**src/rtl/drt_pkg.sv**
```systemverilog
package drt_pkg;
  localparam int BUS_W = 16;
  localparam int ADR_W = 5;

  // register index inside a channel window (byte address [3:1])
  localparam logic [2:0] IDX_CTRL = 3'd0;
  localparam logic [2:0] IDX_CNT  = 3'd1;
  localparam logic [2:0] IDX_REF  = 3'd2;
  localparam logic [2:0] IDX_MODE = 3'd3;
  localparam logic [2:0] IDX_PRE  = 3'd4;
  localparam logic [2:0] IDX_EVT  = 3'd5;

  // mode register fields
  localparam int MODE_SRC_LO = 1;
  localparam int MODE_RESTART = 3;
  localparam int MODE_IRQ_EN = 4;
  localparam int MODE_SEC_LO = 8;
  localparam int EVT_REF_BIT = 1;

  typedef enum logic [1:0] {
    SRC_CASCADE = 2'd0,
    SRC_INTERNAL = 2'd1,
    SRC_SLOW = 2'd2,
    SRC_RESERVED = 2'd3
  } clk_src_e;

  // control-byte bit positions for channel c of the pair
  function automatic int stop_bit(input int c);
    return 1 + 4 * c;
  endfunction

  function automatic int rel_bit(input int c);
    return 4 * c;
  endfunction

  // merge a 16-bit or single-byte write into an existing value
  function automatic logic [BUS_W-1:0] lane_merge(input logic [BUS_W-1:0] old,
                                                  input logic [BUS_W-1:0] wd,
                                                  input logic half,
                                                  input logic hi);
    if (half) return wd;
    if (hi) return {wd[7:0], old[7:0]};
    return {old[15:8], wd[7:0]};
  endfunction
endpackage

```
**src/rtl/drt_prescaler.sv**
```systemverilog
module drt_prescaler #(
  parameter int PW = 8,
  parameter int SLOW_DIV = 16
) (
  input  logic          clk,
  input  logic          rst,
  input  logic          clr,
  input  logic          en,
  input  logic          slow,
  input  logic [PW-1:0] pri,
  input  logic [PW-1:0] sec,
  output logic          tick
);
  localparam int SW = $clog2(SLOW_DIV);
  localparam logic [SW-1:0] SLOW_LAST = SW'(SLOW_DIV - 1);

  logic [SW-1:0] s_q;
  logic [PW-1:0] p_q, q_q;
  logic s_end, p_last, q_last, p_end;

  assign s_end  = slow ? (s_q == SLOW_LAST) : 1'b1;
  assign p_last = (p_q >= pri);
  assign q_last = (q_q >= sec);
  assign p_end  = s_end && p_last;
  assign tick   = en && p_end && q_last;

  always_ff @(posedge clk) begin
    if (rst || clr) begin
      s_q <= '0;
      p_q <= '0;
      q_q <= '0;
    end else if (en) begin
      if (slow) s_q <= s_end ? '0 : s_q + 1'b1;
      if (s_end) p_q <= p_last ? '0 : p_q + 1'b1;
      if (p_end) q_q <= q_last ? '0 : q_q + 1'b1;
    end
  end

  AST_PRE_FROZEN: assert property (@(posedge clk) disable iff (rst)
    (!en && !clr) |=> (p_q == $past(p_q) && q_q == $past(q_q)));

  AST_PRE_CLEARED: assert property (@(posedge clk) disable iff (rst)
    clr |=> (p_q == '0 && q_q == '0 && s_q == '0));
endmodule

```
**src/rtl/drt_busdec.sv**
```systemverilog
module drt_busdec import drt_pkg::*; #(
  parameter int NCH = 2
) (
  input  logic             we,
  input  logic             half,
  input  logic [ADR_W-1:0] addr,
  output logic             ctrl_we,
  output logic [NCH-1:0]   ch_we,
  output logic [2:0]       idx,
  output logic             hi
);
  logic ch_sel;

  assign idx    = addr[3:1];
  assign ch_sel = addr[4];
  assign hi     = addr[0] && !half;
  assign ctrl_we = we && !ch_sel && (idx == IDX_CTRL) && !hi;

  for (genvar c = 0; c < NCH; c++) begin : g_sel
    assign ch_we[c] = we && (ch_sel == c[0]) && (idx != IDX_CTRL);
  end
endmodule

```
**src/rtl/drt_channel.sv**
```systemverilog
module drt_channel import drt_pkg::*; #(
  parameter int PW = 8,
  parameter int SLOW_DIV = 16
) (
  input  logic             clk,
  input  logic             rst,
  input  logic             rel,
  input  logic             halt,
  input  logic             we,
  input  logic [2:0]       idx,
  input  logic             half,
  input  logic             hi,
  input  logic [BUS_W-1:0] wd,
  output logic [BUS_W-1:0] cnt_o,
  output logic [BUS_W-1:0] ref_o,
  output logic [BUS_W-1:0] mode_o,
  output logic [BUS_W-1:0] pre_o,
  output logic [BUS_W-1:0] evt_o,
  output logic             irq_o
);
  logic [BUS_W-1:0] cnt_q, ref_q, mode_q;
  logic [PW-1:0]    pre_q;
  logic             evt_q, irq_q;
  logic             wr_cnt, wr_ref, wr_mode, wr_pre, wr_evt;
  logic             evt_clr, running, tick, hit, restart;
  logic [BUS_W-1:0] pre_wide, pre_new;
  clk_src_e         src;

  assign wr_cnt  = we && (idx == IDX_CNT);
  assign wr_ref  = we && (idx == IDX_REF);
  assign wr_mode = we && (idx == IDX_MODE);
  assign wr_pre  = we && (idx == IDX_PRE);
  assign wr_evt  = we && (idx == IDX_EVT);
  assign evt_clr = wr_evt && !hi && wd[EVT_REF_BIT];

  assign src     = clk_src_e'(mode_q[MODE_SRC_LO +: 2]);
  assign restart = mode_q[MODE_RESTART];
  assign running = rel && !halt && (src == SRC_INTERNAL || src == SRC_SLOW);
  assign hit     = tick && (cnt_q == ref_q);

  assign pre_wide = {{(BUS_W-PW){1'b0}}, pre_q};
  assign pre_new  = lane_merge(pre_wide, wd, half, hi);

  drt_prescaler #(.PW(PW), .SLOW_DIV(SLOW_DIV)) i_pre (
    .clk (clk),
    .rst (rst),
    .clr (!rel),
    .en  (running),
    .slow(src == SRC_SLOW),
    .pri (pre_q),
    .sec (mode_q[MODE_SEC_LO +: PW]),
    .tick(tick)
  );

  // configuration registers are not touched by the channel reset bit
  always_ff @(posedge clk) begin
    if (rst) begin
      ref_q  <= '0;
      mode_q <= '0;
      pre_q  <= '0;
    end else begin
      if (wr_ref) ref_q <= lane_merge(ref_q, wd, half, hi);
      if (wr_mode) mode_q <= lane_merge(mode_q, wd, half, hi);
      if (wr_pre) pre_q <= pre_new[PW-1:0];
    end
  end

  always_ff @(posedge clk) begin
    if (rst || !rel) begin
      cnt_q <= '0;
      evt_q <= 1'b0;
    end else begin
      if (wr_cnt) cnt_q <= lane_merge(cnt_q, wd, half, hi);
      else if (tick) cnt_q <= (hit && restart) ? '0 : cnt_q + 1'b1;
      evt_q <= (evt_q && !evt_clr) || hit;
    end
  end

  always_ff @(posedge clk) begin
    if (rst) irq_q <= 1'b0;
    else irq_q <= evt_q && mode_q[MODE_IRQ_EN];
  end

  assign cnt_o  = cnt_q;
  assign ref_o  = ref_q;
  assign mode_o = mode_q;
  assign pre_o  = pre_wide;
  assign evt_o  = {{(BUS_W-EVT_REF_BIT-1){1'b0}}, evt_q, {EVT_REF_BIT{1'b0}}};
  assign irq_o  = irq_q;

  AST_HELD_IN_RESET: assert property (@(posedge clk) disable iff (rst)
    !rel |=> (cnt_q == '0 && !evt_q));

  AST_STOP_HOLDS: assert property (@(posedge clk) disable iff (rst)
    (rel && halt && !wr_cnt) |=> (cnt_q == $past(cnt_q)));

  AST_RESTART_ZERO: assert property (@(posedge clk) disable iff (rst)
    (rel && hit && restart && !wr_cnt) |=> (cnt_q == '0));

  AST_MATCH_SETS_EVENT: assert property (@(posedge clk) disable iff (rst)
    (rel && hit) |=> evt_q);

  AST_FREE_WRAP: assert property (@(posedge clk) disable iff (rst)
    (rel && tick && !restart && !wr_cnt && cnt_q == '1) |=> (cnt_q == '0));

  AST_NO_TICK_IDLE_SRC: assert property (@(posedge clk) disable iff (rst)
    (src == SRC_CASCADE || src == SRC_RESERVED) |-> !tick);
endmodule

```
**src/rtl/dual_ref_timer.sv**
```systemverilog
module dual_ref_timer import drt_pkg::*; #(
  parameter int PW = 8,
  parameter int SLOW_DIV = 16
) (
  input  logic             clk,
  input  logic             rst,
  input  logic             bus_we,
  input  logic             bus_half,
  input  logic [ADR_W-1:0] bus_addr,
  input  logic [BUS_W-1:0] bus_wdata,
  output logic [BUS_W-1:0] bus_rdata,
  output logic [1:0]       irq
);
  localparam int NCH = 2;

  logic [7:0]       ctrl_q;
  logic             ctrl_we, hi;
  logic [NCH-1:0]   ch_we;
  logic [2:0]       idx;
  logic [BUS_W-1:0] cnt_v [NCH];
  logic [BUS_W-1:0] ref_v [NCH];
  logic [BUS_W-1:0] mode_v [NCH];
  logic [BUS_W-1:0] pre_v [NCH];
  logic [BUS_W-1:0] evt_v [NCH];
  logic [BUS_W-1:0] rd_next, rdata_q;

  drt_busdec #(.NCH(NCH)) i_dec (
    .we     (bus_we),
    .half   (bus_half),
    .addr   (bus_addr),
    .ctrl_we(ctrl_we),
    .ch_we  (ch_we),
    .idx    (idx),
    .hi     (hi)
  );

  always_ff @(posedge clk) begin
    if (rst) ctrl_q <= '0;
    else if (ctrl_we) ctrl_q <= bus_wdata[7:0];
  end

  for (genvar c = 0; c < NCH; c++) begin : g_ch
    drt_channel #(.PW(PW), .SLOW_DIV(SLOW_DIV)) i_ch (
      .clk   (clk),
      .rst   (rst),
      .rel   (ctrl_q[rel_bit(c)]),
      .halt  (ctrl_q[stop_bit(c)]),
      .we    (ch_we[c]),
      .idx   (idx),
      .half  (bus_half),
      .hi    (hi),
      .wd    (bus_wdata),
      .cnt_o (cnt_v[c]),
      .ref_o (ref_v[c]),
      .mode_o(mode_v[c]),
      .pre_o (pre_v[c]),
      .evt_o (evt_v[c]),
      .irq_o (irq[c])
    );
  end

  always_comb begin
    rd_next = '0;
    case (idx)
      IDX_CTRL: rd_next = bus_addr[4] ? '0 : {8'h00, ctrl_q};
      IDX_CNT:  rd_next = cnt_v[bus_addr[4]];
      IDX_REF:  rd_next = ref_v[bus_addr[4]];
      IDX_MODE: rd_next = mode_v[bus_addr[4]];
      IDX_PRE:  rd_next = pre_v[bus_addr[4]];
      IDX_EVT:  rd_next = evt_v[bus_addr[4]];
      default:  rd_next = '0;
    endcase
  end

  always_ff @(posedge clk) begin
    if (rst) rdata_q <= '0;
    else rdata_q <= rd_next;
  end

  assign bus_rdata = rdata_q;

  AST_CTRL_ODD_BYTE_IGNORED: assert property (@(posedge clk) disable iff (rst)
    (bus_we && !bus_half && bus_addr == 5'h01) |=> (ctrl_q == $past(ctrl_q)));

  AST_CTRL_WRITE_LANDS: assert property (@(posedge clk) disable iff (rst)
    (bus_we && bus_addr[4:1] == 4'h0 && (bus_half || !bus_addr[0]))
      |=> (ctrl_q == $past(bus_wdata[7:0])));
endmodule

```
**config.mk**
```make
export PLATFORM = sky130hd
export DESIGN_NAME = dual_ref_timer
export DESIGN_NICKNAME = d
export VERILOG_FILES = /design/src/rtl/drt_pkg.sv /design/src/rtl/drt_prescaler.sv /design/src/rtl/drt_busdec.sv /design/src/rtl/drt_channel.sv /design/src/rtl/dual_ref_timer.sv
export SDC_FILE = /design/constraint.sdc
export NUM_CORES = 1
export LEC_CHECK = 0
export BUFFER_PORTS_ARGS = -buffer_cell sky130_fd_sc_hd__buf_2
export CAP_MARGIN = 20
export CELL_PAD_IN_SITES_DETAIL_PLACEMENT = 1
export CELL_PAD_IN_SITES_GLOBAL_PLACEMENT = 1
export CORE_UTILIZATION = 33
export CTS_CLUSTER_SIZE = 30
export DETAILED_ROUTE_END_ITERATION = 12
export PLACE_DENSITY = 0.57
export SETUP_SLACK_MARGIN = 0.1
export SYNTH_ARGS = -nofsm -noshare
export SYNTH_HDL_FRONTEND = slang
export SYNTH_HIERARCHICAL = 1
export SYNTH_SLANG_ARGS = --single-unit
```
**constraint.sdc**
```tcl
create_clock -name clk -period 3.1 [get_ports clk]
set_input_delay 0.155 -clock clk [delete_from_list [all_inputs] [get_ports clk]]
set_output_delay 0.155 -clock clk [all_outputs]
set_load 0.005 [all_outputs]
```
# Word-level counts from Yosys, hierarchy flattened
# Index checks and enable logic that the tools add are counted.
# word_totals
ff_bits	180
input_bits	25
wordCells	226
out_inout_bits	18
# op_classes
n_lt_le_gt_ge	5
n_reduce_logical	83
bitwise_logic	2
n_eq_ne	22
n_mux	80
addsub	8
# op_table
cell	n
two-way mux 16 bit	33
one-hot mux 16 bit (6 select lines)	1
two-way mux 8 bit	8
logical AND 1 bit	40
AND reduction 2 bit	20
two-way mux 1 bit	35
adder 16 x 1 -> 16 bit (second input constant)	2
adder 8 x 1 -> 8 bit (second input constant)	4
equality test 16 bit	2
greater-or-equal comparator 8 bit	4
inequality test 3 bit (second input constant)	7
nonzero test 2 bit	6
zero test 1 bit	9
adder 4 x 1 -> 4 bit (second input constant)	2
equality test 4 bit (second input constant)	2
two-way mux 4 bit	2
inequality test 4 bit (second input constant)	2
equality test 3 x 2 -> 1 bit (second input constant)	2
equality test 3 bit (second input constant)	2
logical OR 1 bit	6
equality test 2 x 1 -> 1 bit (second input constant)	2
equality test 2 bit (second input constant)	2
equality test 3 x 1 -> 1 bit (second input constant)	1
zero test 3 bit	1
other kinds (5)	5

# Logic depth before layout (Yosys ltp)
# Gate-level depths: netlist of run 1.
# depth
ltp_word	12
mapped_depth	14
mapped_depth_nobuf	12

# Modules after synthesis
# The synthesis of run 1 kept the hierarchy.
# modules_own_cells
module	instances	area_per_inst_um2	cells_each
drt_channel	2	3045.4	368
drt_prescaler	2	1451.4	167
dual_ref_timer	1	2105.8	208
drt_busdec	1	68.8	9

# Worst setup path after synthesis of run 1
# Ideal clock, no wire load.
# synth_path
path_type	register to register
start	register g_ch[0].i_ch.i_pre.p_q[0]
end	register g_ch[0].i_ch.cnt_q[7]
setup_slack_ns	0.398
t_arrival_ns	2.576
stages_incl_launch_ff	15
required_time_ns	2.974
period_less_slack_ns	2.702
setup_time_ns	0.126
cell_sequence	dfxtp_1 -> inv_1 -> ha_1 -> nand2b_1 -> a2111o_1 -> a21oi_2 -> buf_6 -> nor3_1 -> inv_1 -> nand2_1 -> o21ai_1 -> clkbuf_1 -> a21oi_1 -> o21ai_0 -> a21oi_1
# synth_via
elab_chain_len	9
word_cells_on_any_way	11
classes_between	1 x order compare; 3 x mux; 7 x reduce/logical
# synth_rtl
item	line_no	source
start: declaration	drt_prescaler.sv:18	logic [PW-1:0] p_q, q_q;
start signal: assignment	drt_prescaler.sv:34	if (s_end) p_q <= p_last ? '0 : p_q + 1'b1;
greater-or-equal comparator 8 bit (*)	drt_prescaler.sv:22	assign p_last = (p_q >= pri);
logical AND 1 bit (*)	drt_prescaler.sv:24	assign p_end = s_end && p_last;
logical AND 1 bit (*) (2 in series)	drt_prescaler.sv:25	assign tick = en && p_end && q_last;
named net g_ch[0].i_ch.tick	drt_channel.sv:25	logic evt_clr, running, tick, hit, restart;
logical AND 1 bit	drt_channel.sv:39	assign hit = tick && (cnt_q == ref_q);
logical AND 1 bit	drt_channel.sv:74	else if (tick) cnt_q <= (hit && restart) ? '0 : cnt_q + 1'b1;
two-way mux 16 bit (2 in series)	drt_channel.sv:74	
two-way mux 16 bit	drt_channel.sv:73	if (wr_cnt) cnt_q <= lane_merge(cnt_q, wd, half, hi);
end signal: assignment	drt_channel.sv:73	
end signal: assignment	drt_channel.sv:74	
end: declaration	drt_channel.sv:21	logic [BUS_W-1:0] cnt_q, ref_q, mode_q;
# The timed path passes the listed nets; every way through them passes the cells marked *. The select of a mux whose other input is x is not followed.
# A chain may end at the register's enable or synchronous reset.

# Final worst setup path of run 1
# layout_path
start	register g_ch[0].i_ch.mode_q[14]
end	register g_ch[0].i_ch.cnt_q[0]
# layout_via
elab_chain_len	7
word_cells_on_any_way	9
classes_between	1 x order compare; 3 x mux; 5 x reduce/logical
# layout_rtl
item	line_no	source
start: declaration	drt_channel.sv:21	
start signal: assignment	drt_channel.sv:63	if (wr_mode) mode_q <= lane_merge(mode_q, wd, half, hi);
greater-or-equal comparator 8 bit (*)	drt_prescaler.sv:23	assign q_last = (q_q >= sec);
logical AND 1 bit (*)	drt_prescaler.sv:25	
named net g_ch[0].i_ch.tick	drt_channel.sv:25	
logical AND 1 bit	drt_channel.sv:39	
logical AND 1 bit	drt_channel.sv:74	
two-way mux 16 bit (2 in series)	drt_channel.sv:74	
two-way mux 16 bit	drt_channel.sv:73	
# Marks and branches as above.

==> impl_metrics.py, run 1 <==
metrics = {
    "place": {
        "dp_hpwl_mm": 28.7,
        "port_buffers": 42,
        "routabilityCongestion": 0.831,
        "post-place-ws_ps": -86.9,
    },
    "global_routing": {
        "grt_max_degree": 81,
        "grt_pass1_vias": 9514,
        "grt_antenna_before_repair": 0,
        "gr-total-overflow": 0,
        "grt_usage_pct": 23.3,
        "grt_first_pass_wirelength_mm": 59.7,
    },
    "logic_synthesis": {
        "syn_area_um2": 11200,
        "yosys_warnings": 6,
        "synth-seq-cells": 180,
        "syn_inst": 1287,
        "postSynth.asyncResetShare_pct": 0,
        "ys_types": 67,
        "synth_top_area_share_pct": 32.3,
        "synth_commonest_cells": "dfxtp_1, nor2_1, mux2i_1",
        "synth_edf_count": 0,
        "synth_top_flop_cell": "dfxtp_1",
        "yosysMostFrequentCell": "dfxtp_1",
        "synth_seq_area_share_pct": 32.3,
        "synth_top_cell_by_area": "dfxtp_1",
        "syn_area_per_cell_um2": 8.68,
        "synthTopCellsByArea": "dfxtp_1, mux2i_1, mux2_2",
    },
    "power_and_ir_drop": {
        "p_total_w": 0.00484,
        "p_leak_nw": 4.53,
        "peakVddDrop_mv": 0.399,
        "pwr_density_cell_nw_per_um2": 390,
    },
    "floorplanning": {
        "die_area_um2": 34600,
        "start_util_pct": 33.4,
        "io_pins": 43,
        "core_um2": 33400,
        "die_w_um": 186,
        "std_cell_rows": 67,
        "dieHeight_um": 186,
    },
    "setup_path": {
        "cp_slowest_cell": "a2111oi_4",
        "rrSetupSlack_ps": 270,
        "cpMostUsedCell": "inv_1",
        "worst-path-buf-inv": 3,
        "crit_family": "compound AO/OA/AOI/OAI gates",
        "critPathMaxStageDelay_ps": 420,
        "critPathArrivalTime_ps": 3150,
        "crit_required_ps": 3420,
        "worst-path-max-fanout": 7,
        "cp_cell_sequence": "inv_1 > ha_1 > nand2_1 > o21ai_0 > a21oi_4 > nor3_4 > buf_4 > inv_1 > a2111oi_4 > a31oi_4 > a221oi_1 > a211oi_1",
        "r2r_end": "g_ch[0].i_ch/cnt_o[0]$_SDFFE_PP0P_",
        "r2r_start": "g_ch[0].i_ch/mode_o[14]$_SDFFE_PP0P_",
        "startpoint_type": "register",
        "cp-end-kind": "register",
        "r2r_cells": 12,
        "setup.worst_path.class": "reg2reg",
    },
    "detailed_routing": {
        "first_pass_iters": 5,
        "routed_wl_mm": 38.7,
        "avgRoutedWirePerCell_um": 21.7,
        "drtIter0Drc": 593,
        "drcViolationCount": 0,
        "ant_nets": 0,
        "routed-via-count": 9678,
        "via_per_inst": 5.41,
    },
    "final_layout": {
        "area_growth_pct": 11.0,
        "drive_gt1_share_pct": 18.2,
        "fin_nets": 1394,
        "antenna_cells": 0,
        "final_core_util_pct": 37.1,
    },
    "sta": {
        "max_clock_freq_ghz": 0.353,
        "final-hold-violation-count": 0,
        "maxSlewHeadroom_pct": 34.2,
        "rsz0062_at_grt": "false",
        "setup_ws_ps": 271,
        "tightest_slew_ps": 981,
        "layout_min_cycle_time_ps": 2830,
        "timing.final.crit_share_pct": 91.3,
        "setup_viol": 0,
        "fin_skew_ps": 17.7,
        "finalMaxSlewViolations": 0,
    },
    "clock_network": {
        "cts_tree": "yes",
        "cts-buffers-inserted": 17,
        "clock-sinks": 180,
        "htreeDepth": 4,
        "clkLatencyLatePin_ps": 460,
        "clockRootBuffer": "clkbuf_16",
        "holdBufCountCts": 0,
        "cts_max_path_buffers": 2,
        "clk_pin_slew_ps": 80,
    },
    "outcome": {
        "status": "complete, no violations",
    },
    "hold_path": {
        "min_path_type": "in2reg",
        "hp-start": "rst",
        "min_to": "ctrl_q[7]$_SDFFE_PP0P_",
        "whs_path_depth": 2,
    },
    "run": {
        "cap_viol_max_count": 0,
    },
}
==> state kept, by name, indices dropped and copies added (netlist names), 16 cells and up <==
| signal | count |
|---|---|
| g_ch.i_ch/cnt_o | 32 |
| g_ch.i_ch/mode_o | 32 |
| g_ch.i_ch/ref_o | 32 |
| bus_rdata | 16 |
| g_ch.i_ch/i_pre/p_q | 16 |
| g_ch.i_ch/i_pre/q_q | 16 |
| g_ch.i_ch/pre_q | 16 |
==> worst reg2reg max path: stages (launching register included) <==
cell and delay (ps):
dfxtp_1 400, inv_1 70, ha_1 270, nand2_1 80, o21ai_0 360, a21oi_4 90
nor3_4 200, buf_4 160, inv_1 60, a2111oi_4 420, a31oi_4 220, a221oi_1 300
a211oi_1 80
==> repair_timing <==
item / CTS / global route
pin swaps: 0 / 0
setup endpoints to repair: 11 / 24
gates cloned: 0 / 0
resized for setup: 2 / 9
setup buffers: 0 / 1
==> layer usage <==
layer | track usage (%) | share of wire, % | vias to the layer above
li1 | - | - | 4649
met3 | 2.74 | 2.6 | 18
met2 | 37.5 | 46 | 138
met5 | 0 | 0 | -
met1 | 33.1 | 51 | 4873
met4 | 4.85 | 0.79 | 0
==> through the flow <==
stage	hold WS, ps	instance area [µm²]	setup TNS [ps]	cells
after floorplan	224	11300	0	1331
after global placement	471	11800	0	1755
after detailed placement	481	11800	-417	1755
after CTS	50.3	12400	0	1787
after global routing	78.9	12400	0	1788
final	67.7	12400	0	1788
==> logic make-up (layout without fill, tap and decap cells) <==
kind of cell	after synthesis	count (layout)	synth area share (%)
adder cells (fa/ha/maj)	42	42	4.71
AO/OA/AOI/OAI	280	280	17.9
AND/OR/NAND/NOR	419	419	19.5
flip-flops	180	180	32.3
XOR/XNOR	44	44	3.45
multiplexers	149	149	14.0
buffers and inverters	171	180	8.11
other	2	46	0.0672
==> where the power goes <==
group          switching [W]  internal [W]
registers          0.0000157       0.00233
clock network        0.00105       0.00103
logic               0.000275      0.000136
==> how the worst max path moves through the flow <==
stage / startpoint / end / slack, ps / cells past startpoint
floorplan: g_ch[0].i_ch/i_pre/p_q[0]$_SDFFE_PP0P_ / g_ch[0].i_ch/cnt_o[7]$_SDFFE_PP0P_ / 400 / 14
global placement: g_ch[0].i_ch/mode_o[11]$_SDFFE_PP0P_ / g_ch[0].i_ch/cnt_o[0]$_SDFFE_PP0P_ / 60 / 12
detailed placement: g_ch[0].i_ch/mode_o[11]$_SDFFE_PP0P_ / g_ch[0].i_ch/cnt_o[0]$_SDFFE_PP0P_ / -90 / 12
CTS: g_ch[0].i_ch/i_pre/p_q[0]$_SDFFE_PP0P_ / g_ch[0].i_ch/cnt_o[3]$_SDFFE_PP0P_ / 130 / 15
global route: g_ch[0].i_ch/mode_o[15]$_SDFFE_PP0P_ / g_ch[0].i_ch/cnt_o[0]$_SDFFE_PP0P_ / 90 / 12
finish: g_ch[0].i_ch/mode_o[14]$_SDFFE_PP0P_ / g_ch[0].i_ch/cnt_o[0]$_SDFFE_PP0P_ / 270 / 12
==> cells in the final DEF, fill, tap and decap left out, types with 9 or more instances in the layout <==
cell type	instances
o21ai_0	45
nor3_1	21
nand2_1	92
a21oi_1	77
conb_1	46
buf_2	40
nand2b_1	12
nor3_2	23
mux2_2	48
nor2b_1	13
clkbuf_16	17
xnor2_1	26
ha_1	42
dfxtp_1	180
a211oi_1	30
and3_1	19
o22a_1	14
a22oi_1	18
nand4_1	20
buf_4	53
o21ai_1	9
nand3_1	32
nor2_1	126
inv_1	52
nor4_1	16
a31oi_1	10
mux2i_1	100
xor2_1	18
==> cell type report <==
cell class,instances,area (µm²)
Fill cell,3943,21000
Clock inverter,14,106
Multi-Input combinational cell,980,6880
Clock buffer,18,429
Sequential cell,180,3600
Tap cell,448,561
Timing Repair Buffer,94,618
Inverter,54,203
Note: power is estimated with default switching activity, not from simulation.
==> inputs of run 2 (changes only) <==
--- a/config.mk
+++ b/config.mk
@@ -7,12 +7,10 @@
 export LEC_CHECK = 0
 export BUFFER_PORTS_ARGS = -buffer_cell sky130_fd_sc_hd__buf_2
 export CAP_MARGIN = 20
-export CELL_PAD_IN_SITES_DETAIL_PLACEMENT = 1
-export CELL_PAD_IN_SITES_GLOBAL_PLACEMENT = 1
 export CORE_UTILIZATION = 33
 export CTS_CLUSTER_SIZE = 30
 export DETAILED_ROUTE_END_ITERATION = 12
-export PLACE_DENSITY = 0.57
+export PLACE_DENSITY_LB_ADDON = 0.3
 export SETUP_SLACK_MARGIN = 0.1
 export SYNTH_ARGS = -nofsm -noshare
 export SYNTH_HDL_FRONTEND = slang
==> run 2 against run 1 <==
Compared with the run above: fmax up 0.36%; first-iteration DRC count up 53%; clock power up 5%; flip-flop and latch count unchanged; critical path type unchanged; sequential power about the same; combinational power down 5.6%; clock skew down 5.5 ps; worst setup slack better by 10 ps; die area unchanged; highest routed layer unchanged.
==> impl_metrics.py, run 2 (synthesized netlist as in run 1, its figures left out) <==
metrics = {
    "setup_path": {
        "rrSetupSlack_ps": 280,
        "cp.depth": 14,
        "crit_required_ps": 3410,
        "cp-end-kind": "register",
        "cp_slowest_cell": "a2111o_1",
        "worst-path-buf-inv": 4,
        "critPathMaxStageDelay_ps": 430,
        "cp_cell_sequence": "inv_1 > ha_1 > nand2b_1 > a2111o_1 > a21oi_2 > nor3_1 > inv_1 > buf_4 > nand2_1 > o21ai_1 > buf_4 > nor4_1 > o21ai_1 > a21oi_1",
        "crit_family": "compound AO/OA/AOI/OAI gates",
        "critPathArrivalTime_ps": 3130,
        "worst-path-max-fanout": 13,
        "r2r_start": "g_ch[0].i_ch/i_pre/p_q[0]$_SDFFE_PP0P_",
        "startpoint_type": "register",
        "r2r_cells": 14,
        "r2r_end": "g_ch[0].i_ch/cnt_o[5]$_SDFFE_PP0P_",
        "setup.worst_path.class": "reg2reg",
    },
    "power_and_ir_drop": {
        "clkPwrFrac_pct": 44.5,
        "p_int_w": 0.00354,
        "power_frac_comb_pct": 7.9,
        "pwr_density_cell_nw_per_um2": 400,
        "p_sw_w": 0.00137,
        "p_leak_nw": 4.47,
        "p_seq_share_pct": 47.7,
        "swShare_pct": 27.9,
        "peakVddDrop_mv": 0.343,
    },
    "place": {
        "place_area_um2": 11700,
        "routabilityCongestion": 0.895,
        "port_buffers": 42,
        "dp_hpwl_mm": 24.9,
    },
    "final_layout": {
        "mostFrequentLayoutCells": "dfxtp_1, nor2_1, mux2i_1",
        "final_core_util_pct": 36.8,
        "area_growth_pct": 10.1,
        "fin_area_um2": 12300,
        "drive_gt1_share_pct": 17.1,
        "antenna_cells": 0,
        "final_common_cell": "dfxtp_1",
        "fin_nets": 1379,
    },
    "clock_network": {
        "clkLatencyLatePin_ps": 450,
        "clock-sinks": 180,
        "cts_tree": "yes",
        "clk_pin_slew_ps": 80,
        "clockRootBuffer": "clkbuf_16",
        "htreeDepth": 4,
        "cts_max_path_buffers": 2,
        "cts-buffers-inserted": 17,
    },
    "global_routing": {
        "grt_max_degree": 58,
        "grt_antenna_before_repair": 0,
        "grt_first_pass_wirelength_mm": 51.8,
        "grt_pass1_vias": 8799,
        "grt_usage_pct": 19.8,
        "gr-total-overflow": 0,
    },
    "hold_path": {
        "min_to": "g_ch[0].i_ch/ref_o[2]$_SDFFE_PP0P_",
        "min_path_type": "in2reg",
        "whs_path_depth": 2,
        "hp-start": "rst",
    },
    "floorplanning": {
        "die_w_um": 186,
        "io_pins": 43,
        "die_area_um2": 34600,
        "start_util_pct": 33.4,
        "dieHeight_um": 186,
        "std_cell_rows": 67,
        "core_um2": 33400,
    },
    "sta": {
        "rsz0062_at_grt": "true",
        "maxSlewHeadroom_pct": 47.8,
        "setup_viol": 0,
        "timing.final.crit_share_pct": 90.9,
        "finalMaxSlewViolations": 0,
        "max_clock_freq_ghz": 0.355,
        "setup_tns_ps": 0,
        "fin_skew_ps": 12.2,
        "final-hold-violation-count": 0,
        "layout_min_cycle_time_ps": 2820,
        "tightest_slew_ps": 779,
    },
    "detailed_routing": {
        "first_pass_iters": 9,
        "routed_wl_mm": 33.7,
        "drtIter0Drc": 905,
        "routed-via-count": 9540,
        "via_per_inst": 5.38,
        "avgRoutedWirePerCell_um": 19.0,
        "drcViolationCount": 0,
        "ant_nets": 0,
    },
    "outcome": {
        "status": "complete, no violations",
    },
    "run": {
        "cap_viol_max_count": 0,
    },
}
-- run 2: changes by cell type in the layout (fill, tap and decap cells not counted), moves of 2 or more --
cell and delta:
clkinvlp_4 -2, inv_8 +3, clkinv_2 -4, inv_6 +3, buf_4 -14, o21ai_1 +2
clkinv_4 -2, clkinv_8 +3, o21ai_2 -2
-- run 2: worst max-delay path by stage --
stage	start	to	slack, ps
2_1_floorplan	g_ch[0].i_ch/i_pre/p_q[0]$_SDFFE_PP0P_	g_ch[0].i_ch/cnt_o[7]$_SDFFE_PP0P_	400
3_3_place_gp	g_ch[1].i_ch/mode_o[1]$_SDFFE_PP0P_	g_ch[1].i_ch/cnt_o[0]$_SDFFE_PP0P_	240
3_5_place_dp	g_ch[1].i_ch/mode_o[1]$_SDFFE_PP0P_	g_ch[1].i_ch/cnt_o[0]$_SDFFE_PP0P_	180
4_1_cts	g_ch[1].i_ch/mode_o[1]$_SDFFE_PP0P_	g_ch[1].i_ch/cnt_o[0]$_SDFFE_PP0P_	150
5_1_grt	g_ch[1].i_ch/mode_o[1]$_SDFFE_PP0P_	g_ch[1].i_ch/cnt_o[0]$_SDFFE_PP0P_	90
6_report	g_ch[0].i_ch/i_pre/p_q[0]$_SDFFE_PP0P_	g_ch[0].i_ch/cnt_o[5]$_SDFFE_PP0P_	280
-- run 2: repair_timing --
action	in CTS	in global routing
setup buffers	0	0
resized for setup	0	5
endpoints found under the setup margin	0	11
hold buffers	0	0
-- run 2: metrics by stage --
stage / setup WS, ps / power [W] / hold slack (ps) / std cells
after global routing: 94.7 / 0.00510 / 51.2 / 1773
final: 281 / 0.00492 / 55.4 / 1773
after detailed placement: 183 / 0.00278 / 482 / 1741
after floorplan: 398 / 0.00268 / 224 / 1331
after CTS: 151 / 0.00495 / 34.9 / 1773
after global placement: 236 / 0.00277 / 469 / 1741
-- run 2: layer usage --
metal	GRT usage [%]	share of wire, %
met1	27.4	48
met2	31.5	46
met3	2.88	4.3
met4	6.13	2.1
met5	0	0
-- run 2: cell type report --
cell class | count | area (µm²)
timing repair buffer | 79 | 493
clock inverter | 15 | 163
clock buffer | 17 | 425
sequential | 180 | 3600
multi-input combinational | 980 | 6850
fill | 3398 | 21200
tap | 448 | 561
inverter | 54 | 203
-- run 2: power by group through the flow --
stage | combinational (W) | clock [W] | sequential, W
final | 0.000388 | 0.00219 | 0.00234
after global routing | 0.000414 | 0.00234 | 0.00235
after CTS | 0.000380 | 0.00223 | 0.00234
after detailed placement | 0.000379 | 0 | 0.00240
after global placement | 0.000376 | 0 | 0.00240
after floorplan | 0.000287 | 0 | 0.00239
-- run 2: worst reg2reg max path, stage by stage, from the launching register on --
cell and delay (ps):
dfxtp_1 420, inv_1 70, ha_1 260, nand2b_1 140
a2111o_1 430, a21oi_2 260, nor3_1 110, inv_1 150
buf_4 170, nand2_1 80, o21ai_1 90, buf_4 220
nor4_1 70, o21ai_1 140, a21oi_1 70
